<file path="src/rtl/montexp.sv">
module montexp #(
  parameter int W = 64
) (
  input  logic         clk,
  input  logic         rst_n,
  input  logic         start,
  input  logic [W-1:0] exp_in,
  input  logic [W-1:0] mod_in,
  input  logic [W-1:0] base_res,
  input  logic [W-1:0] one_res,
  output logic         busy,
  output logic         done,
  output logic [W-1:0] result
);
  localparam int CW = $clog2(W + 1);
  localparam int BW = (W > 1) ? $clog2(W) : 1;
  localparam int SW = W + 2;

  typedef enum logic [1:0] {OP_SQ, OP_MUL, OP_CONV} op_t;

  logic [W-1:0]  e_q, m_q, b_q, x_q, y_q, res_q;
  logic [SW-1:0] s_q;
  logic [CW-1:0] cnt_q;
  logic [BW-1:0] bidx_q;
  op_t           op_q;
  logic          busy_q, done_q;

  logic [SW-1:0] s_add, s_fix, s_step, s_red;
  logic [W-1:0]  prod;
  logic          mul_end, adv;

  assign s_add   = x_q[0] ? s_q + {2'b00, y_q} : s_q;
  assign s_fix   = s_add[0] ? s_add + {2'b00, m_q} : s_add;
  assign s_step  = s_fix >> 1;
  assign s_red   = (s_q >= {2'b00, m_q}) ? s_q - {2'b00, m_q} : s_q;
  assign prod    = s_red[W-1:0];
  assign mul_end = (cnt_q == CW'(W));
  assign adv     = (op_q == OP_MUL) || (op_q == OP_SQ && !e_q[bidx_q]);

  always_ff @(posedge clk) begin
    if (!rst_n) begin
      e_q    <= '0;
      m_q    <= '0;
      b_q    <= '0;
      x_q    <= '0;
      y_q    <= '0;
      res_q  <= '0;
      s_q    <= '0;
      cnt_q  <= '0;
      bidx_q <= '0;
      op_q   <= OP_SQ;
      busy_q <= 1'b0;
      done_q <= 1'b0;
    end else begin
      done_q <= 1'b0;
      if (!busy_q) begin
        if (start) begin
          e_q    <= exp_in;
          m_q    <= mod_in;
          b_q    <= base_res;
          x_q    <= one_res;
          y_q    <= one_res;
          s_q    <= '0;
          cnt_q  <= '0;
          bidx_q <= BW'(W - 1);
          op_q   <= OP_SQ;
          busy_q <= 1'b1;
        end
      end else if (!mul_end) begin
        s_q   <= s_step;
        x_q   <= x_q >> 1;
        cnt_q <= cnt_q + 1'b1;
      end else begin
        s_q   <= '0;
        cnt_q <= '0;
        if (op_q == OP_CONV) begin
          res_q  <= prod;
          done_q <= 1'b1;
          busy_q <= 1'b0;
        end else if (adv) begin
          if (bidx_q == '0) begin
            op_q <= OP_CONV;
            x_q  <= prod;
            y_q  <= W'(1);
          end else begin
            bidx_q <= bidx_q - 1'b1;
            op_q   <= OP_SQ;
            x_q    <= prod;
            y_q    <= prod;
          end
        end else begin
          op_q <= OP_MUL;
          x_q  <= b_q;
          y_q  <= prod;
        end
      end
    end
  end

  assign busy   = busy_q;
  assign done   = done_q;
  assign result = res_q;
endmodule

</file>
<file path="config.mk">
export PLATFORM = sky130hd
export DESIGN_NAME = montexp
export DESIGN_NICKNAME = d
export VERILOG_FILES = /design/src/rtl/montexp.sv
export SDC_FILE = /design/constraint.sdc
export NUM_CORES = 2
export LEC_CHECK = 0
export ABC_AREA = 1
export ABC_CLOCK_PERIOD_IN_PS = 12000
export BUFFER_PORTS_ARGS = -buffer_cell sky130_fd_sc_hd__buf_2
export CAP_MARGIN = 20
export CORE_ASPECT_RATIO = 0.6
export CORE_MARGIN = 1.5
export CORE_UTILIZATION = 40
export DETAILED_ROUTE_END_ITERATION = 12
export PLACE_DENSITY = 0.54
export SLEW_MARGIN = 20
export SYNTH_ARGS = -nofsm -noshare
export SYNTH_HDL_FRONTEND = slang
export SYNTH_SLANG_ARGS = --single-unit
</file>
<file path="constraint.sdc">
create_clock -name clk -period 12 [get_ports clk]
set_clock_uncertainty 0.2 [all_clocks]
set_input_delay 0.6 -clock clk [delete_from_list [all_inputs] [get_ports clk]]
set_output_delay 0.6 -clock clk [all_outputs]
set_load 0.02 [all_outputs]
</file>
Yosys cells after proc, flatten, opt, wreduce, memory -nomap -nowiden
Index checks and enable logic that the tools add are counted.
- memory bits (read-only): 0
- output and inout bits: 66
- memories: 0
- word-level logic and storage cells: 78
- input port bits: 259
- bits in writable memories: 0
- bits in latches: 0
- bits in registers: 467
- shift operators: 0
- add/sub/neg operators: 5
- $lt $le $gt $ge: 2
- equal/unequal tests: 8
- reduce and logical (&&, ||, !) cells: 12
- multiply operators: 0
- divide/modulo/power cells: 0
- mux-type cells: 38
- bitwise operators: 1
- operator list (kind ; count):
    64-bit two-way mux ; 11
    66-bit two-way mux ; 4
    66-bit by 64-bit adder with 66-bit output ; 2
    66-bit by 64-bit >= comparator with 1-bit output ; 1
    65-bit two-way mux ; 1
    64-bit subtractor ; 1
    6-bit two-way mux ; 6
    7-bit two-way mux ; 3
    2-bit two-way mux ; 6
    3-bit AND reduction ; 3
    7-bit by 1-bit adder with 7-bit output (second input constant) ; 1
    7-bit == test (second input constant) ; 1
    6-bit by 7-bit less-than comparator with 1-bit output (second input constant) ; 1
    1-bit binary-select mux with 6-bit select ; 1
    6-bit logical NOT ; 1
    1-bit two-way mux ; 6
    6-bit by 1-bit subtractor with 6-bit output (second input constant) ; 1
    5-bit AND reduction ; 1
    2-bit by 1-bit != test with 1-bit output (second input constant) ; 2
    2-bit != test (second input constant) ; 2
    2-bit AND reduction ; 2
    3-bit != test (second input constant) ; 1
    2-bit by 1-bit == test with 1-bit output (second input constant) ; 1
    2-bit == test (second input constant) ; 1
    other kinds (6) ; 6

Depth between registers and ports, before layout
- depth after elaboration: 9
- depth in mapped cells: 34
- gate-level depth less buffers: 34

Least setup slack after synthesis
OpenSTA, ideal clock, no wires.
- kind: reg2reg
- start point: register s_q[0]
- end point: register s_q[25]
- cell stages (with the launch flop): 31
- period minus slack after synthesis: 4111 ps
- data arrival time: 3840 ps
- buffers on the path: 0
- path slack: 7889 ps
- required time: 11730 ps
- setup time: 70 ps
- cell sequence: dfxtp_1 -> ha_1 -> inv_1 -> fa_1 -> inv_1 -> nand2_1 -> a21oi_1 -> nand2_1 -> nand2_1 -> nand2_1 -> nand2_1 -> inv_1 -> o21bai_1 -> xnor2_1 -> nand2_1 -> o21ai_0 -> inv_1 -> ha_1 -> nand2_1 -> nor2_1 -> inv_1 -> nor2_1 -> inv_1 -> nor3_1 -> nand2_1 -> nand2b_1 -> inv_1 -> or2_2 -> nand3_1 -> o211ai_1 -> a21oi_1
- cells in the longest elaborated chain, start to end: 6
- RTL lines (item ; RTL line ; RTL):
    start: declaration ; 22 ; logic [SW-1:0] s_q;
    start signal: assignment ; 70 ; s_q <= s_step;
    66-bit by 64-bit adder with 66-bit output ; 32 ; assign s_add = x_q[0] ? s_q + {2'b00, y_q} : s_q;
    66-bit two-way mux (*) ; 32 ;
    66-bit by 64-bit adder with 66-bit output ; 33 ; assign s_fix = s_add[0] ? s_add + {2'b00, m_q} : s_add;
    66-bit two-way mux (*) ; 33 ;
    65-bit two-way mux (*) ; 69 ; end else if (!mul_end) begin
    66-bit two-way mux (*) ; 56 ; if (!busy_q) begin
Every way passes the cells marked *; elsewhere a longest branch is shown, timed or not.
A chain may end at the register's enable or synchronous reset.

Final worst setup path
- start point: register s_q[51]
- end point: register s_q[54]
Same word-level chain as after synthesis.

==> results by stage <==
Yosys:
- By area the synthesized netlist is led by sky130_fd_sc_hd__dfxtp_1 (25%), sky130_fd_sc_hd__nand2_1 (13%), sky130_fd_sc_hd__nor2_1 (10%), sky130_fd_sc_hd__o21ai_0 (7.7%), sky130_fd_sc_hd__inv_1 (7.5%).
- The synthesized design spends more area on one cell type than any other, namely sky130_fd_sc_hd__dfxtp_1.
- In this run, synthesis produced a sequential element count of roughly 470.
- The area share of the largest cell type after synthesis is between 20% and 30%.
- The summed instance area of the synthesized netlist is 37270 µm².
- The most instantiated library cell after synthesis is sky130_fd_sc_hd__nand2_1.
- Among all flip-flop cells after synthesis, the most frequent one is sky130_fd_sc_hd__dfxtp_1.
- The number of synthesis warnings is 0.
- The synthesized net count is 6641.
- In this run, synthesis inferred 0 flip-flops with an integrated enable.
- The mean cell area of the mapped netlist is 6.025 µm².
- The fraction of the yosys area taken by sequential cells is about a quarter.
- Counting every instance in the synthesized netlist gives 6185.
- The commonest cells after synthesis are sky130_fd_sc_hd__nand2_1 (1324), sky130_fd_sc_hd__nor2_1 (1009), sky130_fd_sc_hd__inv_1 (748).
- In the synthesized netlist the async set-or-reset flop fraction comes to 0%.
- Yosys mapped the design onto 55 distinct sky130hd cell types.

Worst hold path:
- The worst hold-check path type is input port to flip-flop.

CTS:
- The clock reaches the later pin of the worst-skew pair after 0.65 ns.
- The post-CTS setup-driven buffer insertion count is 0.
- The clock passes through at most 3 buffers.
- The clock tree from TritonCTS is done.
- In this run the number of H-tree levels came out at 2.
- The clock net in this run drives a total of 466 sinks.
- The cell at the root of the clock tree is sky130_fd_sc_hd__clkbuf_16.
- Counting the buffers created by CTS gives 50.
- The CTS clock-pin slew for the worst setup and hold paths is 0.07 ns.

Cells and area:
- Of the cells placed in the final design, the portion with a size suffix greater than 1 is 10.58%.
- The layout net count is between 6000 and 7000.
- Cells fill a little under half of the core in the end.
- The post-synthesis to final-layout area growth is 12.21%.
- The fill cell instance count of the final layout is 10111.
- The finished layout holds 7690 standard cells, fillers aside.
- After routing the design area is 41820 µm².

GRT:
- The overall global routing resource usage is 40.18%.
- The busiest layer in global routing is met1.
- The initial antenna violation count is 10.
- The number of global-route vias before repair is about 39000.
- In the global route stage, met1 resource usage came out at 61.03%.
- The met3 track demand over resource in global routing is between 10% and 20%.
- The wire length of the first global-routing pass is about 280000 µm.
- Entering global routing, the biggest net connects 186 pins.
- The global routing met2 resource utilization is about 52%.
- The total overflow left after global routing is 0.

Power and ir drop:
- In this run the power density over the cells is around 130 nW/µm².
- The post-layout total power is ~5.3 mW.
- For this design the static power due to leakage is 20.12 nW.
- The maximum vdd drop is around 0.00012 V.

STA:
- The smallest clock period supported by the final layout is computed as 6.448 ns.
- The portion of the clock cycle consumed by the worst path in the final layout is a little over half.
- The final max-slew violation count is 0.
- Adding up every negative setup slack in the final design gives 0 ns.
- Hold timing on the final database bottoms out at a slack of 0.02323 ns.
- For this run, the top clock speed supported by timing is 155.1 MHz.
- Setup repair after global routing left no endpoint under its margin.
- The hold violation count in the final report is 0.
- Headroom to the max-slew limit came out at 23.47%.
- The final setup slack of the worst path is 5.552 ns.
- Setup violations remaining at the end of the flow were counted as 0.
- The slew at the pin with the worst max-slew slack is 1.138 ns.

Placed design:
- The routability congestion estimate is 1.103.
- At the placement stage, the worst setup path has a slack of 5.806 ns.
- Input and output buffers added on the ports amount to about 320.
- Detailed placement ended at an HPWL of about 160000 µm.
- The number of placed instances, taps included, is between 7000 and 8000.
- In this run the cell area measured after placement is 39840 µm².

Detailed routing:
- Once detail routing completed, the nets flagged for antenna violations numbered 0.
- For this run, the detailed router's first-pass iteration total came to 9.
- For this block, the initial DRC count from the detailed router was 6255.
- After detailed routing, the average wire length per cell comes to 25.79 µm.
- The detailed router placed 44076 vias in this run.
- The final layout contains routed wiring with a total length of roughly 200000 µm.
- The total DRC errors in the routed layout is 0.
- Using the TritonRoute via totals, the vias-per-cell ratio works out to 5.732.

Setup path:
- The required time reported for the critical path endpoint is 12.36 ns.
- The endpoint type of the worst setup path is a flip-flop.
- The category of the worst setup path launch point is a flip-flop.
- The kind of critical path is flip-flop to flip-flop.
- The critical path data arrival time is between 6 and 7 ns.
- In this run the worst path has a maximum fanout of 6.

Floorplanning:
- The die is approximately 240 µm tall.
- The overall die area is 95070 µm².
- The region available for standard cell placement spans approximately 92000 µm².
- The die boundary width is 397.1 µm.
- In this run the count of I/O pins placed on the die edge is 325.
- In this run the core area contains between 80 and 90 standard-cell rows.
- Once the floorplan was initialized, standard cells occupied 40.51% of the core.

Flow run:
- The max-capacitance violation count is 0.

Run status:
- The run finished with clean final reports.
registers in the layout, summed over array words and instances, names as in the netlist:
name,flops
x_q,64
m_q,64
b_q,64
bidx_q,6
e_q,64
y_q,64
result,64
done,1
busy,1
op_q,2
cnt_q,7
s_q,65
cell usage in the layout (no fill, tap or decap), types with 11 or more instances in the layout:
cell type / synthesis / routed
sky130_fd_sc_hd__inv_2: 11 / 14
sky130_fd_sc_hd__nand3b_1: 35 / 35
sky130_fd_sc_hd__dlygate4sd3_1: 0 / 25
sky130_fd_sc_hd__a21oi_1: 550 / 550
sky130_fd_sc_hd__dfxtp_1: 466 / 464
sky130_fd_sc_hd__xor2_1: 55 / 55
sky130_fd_sc_hd__nand4_1: 37 / 37
sky130_fd_sc_hd__a211oi_1: 63 / 63
sky130_fd_sc_hd__buf_4: 9 / 77
sky130_fd_sc_hd__o21ai_0: 572 / 572
sky130_fd_sc_hd__nand3_1: 386 / 386
sky130_fd_sc_hd__a21oi_2: 28 / 28
sky130_fd_sc_hd__clkbuf_16: 0 / 51
sky130_fd_sc_hd__o21ai_1: 80 / 80
sky130_fd_sc_hd__nand3_2: 87 / 87
sky130_fd_sc_hd__o211ai_1: 34 / 34
sky130_fd_sc_hd__nor3_1: 34 / 32
sky130_fd_sc_hd__buf_2: 16 / 324
sky130_fd_sc_hd__ha_1: 194 / 194
sky130_fd_sc_hd__nor2_1: 1009 / 1005
sky130_fd_sc_hd__nor4_1: 20 / 18
sky130_fd_sc_hd__a21o_1: 21 / 21
sky130_fd_sc_hd__or2_2: 34 / 34
sky130_fd_sc_hd__nand2_1: 1324 / 1323
sky130_fd_sc_hd__o21a_1: 13 / 13
sky130_fd_sc_hd__xnor2_1: 17 / 17
sky130_fd_sc_hd__o21bai_1: 46 / 46
sky130_fd_sc_hd__inv_1: 748 / 743
sky130_fd_sc_hd__clkbuf_1: 173 / 11
cell type report:
type / count / area, µm² / share of cell area, %
Inverter: 761 / 2864 / 6.849
Tap cell: 1232 / 1541 / 3.686
Multi-Input combinational cell: 4708 / 23840 / 57.00
Clock buffer: 66 / 1373 / 3.282
Clock inverter: 25 / 317.8 / 0.7600
Sequential cell: 466 / 9331 / 22.31
Timing Repair Buffer: 431 / 2551 / 6.101
Antenna cell: 1 / 2.502 / 0.005984
kinds of logic (layout without fill, tap and decap cells):
| kind of cell | Yosys count | in the layout | synth area share, % |
|---|---|---|---|
| flip-flops | 466 | 466 | 25.03 |
| other | 0 | 1 | 0 |
| XOR/XNOR | 72 | 72 | 1.692 |
| AO/OA/AOI/OAI | 1435 | 1435 | 20.97 |
| adder cells (fa/ha/maj) | 197 | 197 | 6.675 |
| AND/OR/NAND/NOR | 3004 | 3004 | 34.46 |
| buffers and inverters | 1011 | 1283 | 11.16 |
metal layers:
| layer | share of wire [%] | vias to the layer above | wire [µm] |
|---|---|---|---|
| met5 | 0.046 | - | 92 |
| met4 | 2.3 | 14 | 4466 |
| met3 | 13 | 211 | 25830 |
| met2 | 37 | 2411 | 73350 |
| met1 | 48 | 20768 | 94570 |
| li1 | - | 20672 | - |
worst paths after layout:
kind,start,to,slack (ns),depth (start not counted)
max,s_q[51]$_SDFFE_PN0P_,s_q[54]$_SDFFE_PN0P_,5.55,24
min,exp_in[33],e_q[33]$_SDFFE_PN0P_,0.02,3
min reg2reg,e_q[17]$_SDFFE_PN0P_,e_q[17]$_SDFFE_PN0P_,0.27,2
max reg2reg,s_q[51]$_SDFFE_PN0P_,s_q[54]$_SDFFE_PN0P_,5.55,24
worst max-delay path: stages, from the launching register on:
cell                      delay, ns
sky130_fd_sc_hd__dfxtp_1       0.30
sky130_fd_sc_hd__buf_4         0.20
sky130_fd_sc_hd__ha_1          0.64
sky130_fd_sc_hd__nand2_1       0.20
sky130_fd_sc_hd__nor2_1        0.29
sky130_fd_sc_hd__inv_1         0.20
sky130_fd_sc_hd__nor3_1        0.46
sky130_fd_sc_hd__nand3_1       0.12
sky130_fd_sc_hd__or2_2         0.37
sky130_fd_sc_hd__nand3_1       0.09
sky130_fd_sc_hd__nand2_1       0.05
sky130_fd_sc_hd__nand3_1       0.20
sky130_fd_sc_hd__nand2_1       0.16
sky130_fd_sc_hd__ha_1          0.46
sky130_fd_sc_hd__a21oi_1       0.32
sky130_fd_sc_hd__o21ai_0       0.25
sky130_fd_sc_hd__a21oi_1       0.33
sky130_fd_sc_hd__o21ai_0       0.16
sky130_fd_sc_hd__a21oi_1       0.61
sky130_fd_sc_hd__nand3_1       0.17
sky130_fd_sc_hd__nand3_1       0.12
sky130_fd_sc_hd__nand2_1       0.07
sky130_fd_sc_hd__inv_1         0.09
sky130_fd_sc_hd__nand2_1       0.10
sky130_fd_sc_hd__a21oi_1       0.15
report_power, final:
part / switching, mW / internal, mW / total [mW]
combinational: 1.34 / 0.493 / 1.84
clock: 0.782 / 0.905 / 1.69
sequential: 0.0797 / 1.65 / 1.73
what timing repair did:
item                                    4_1_cts  5_1_grt
endpoints found under the setup margin        0        0
hold buffers                                 25        0
resized for setup                             0        0
hold endpoints to repair                     25        0
Note: power is estimated with default switching activity, not from simulation.
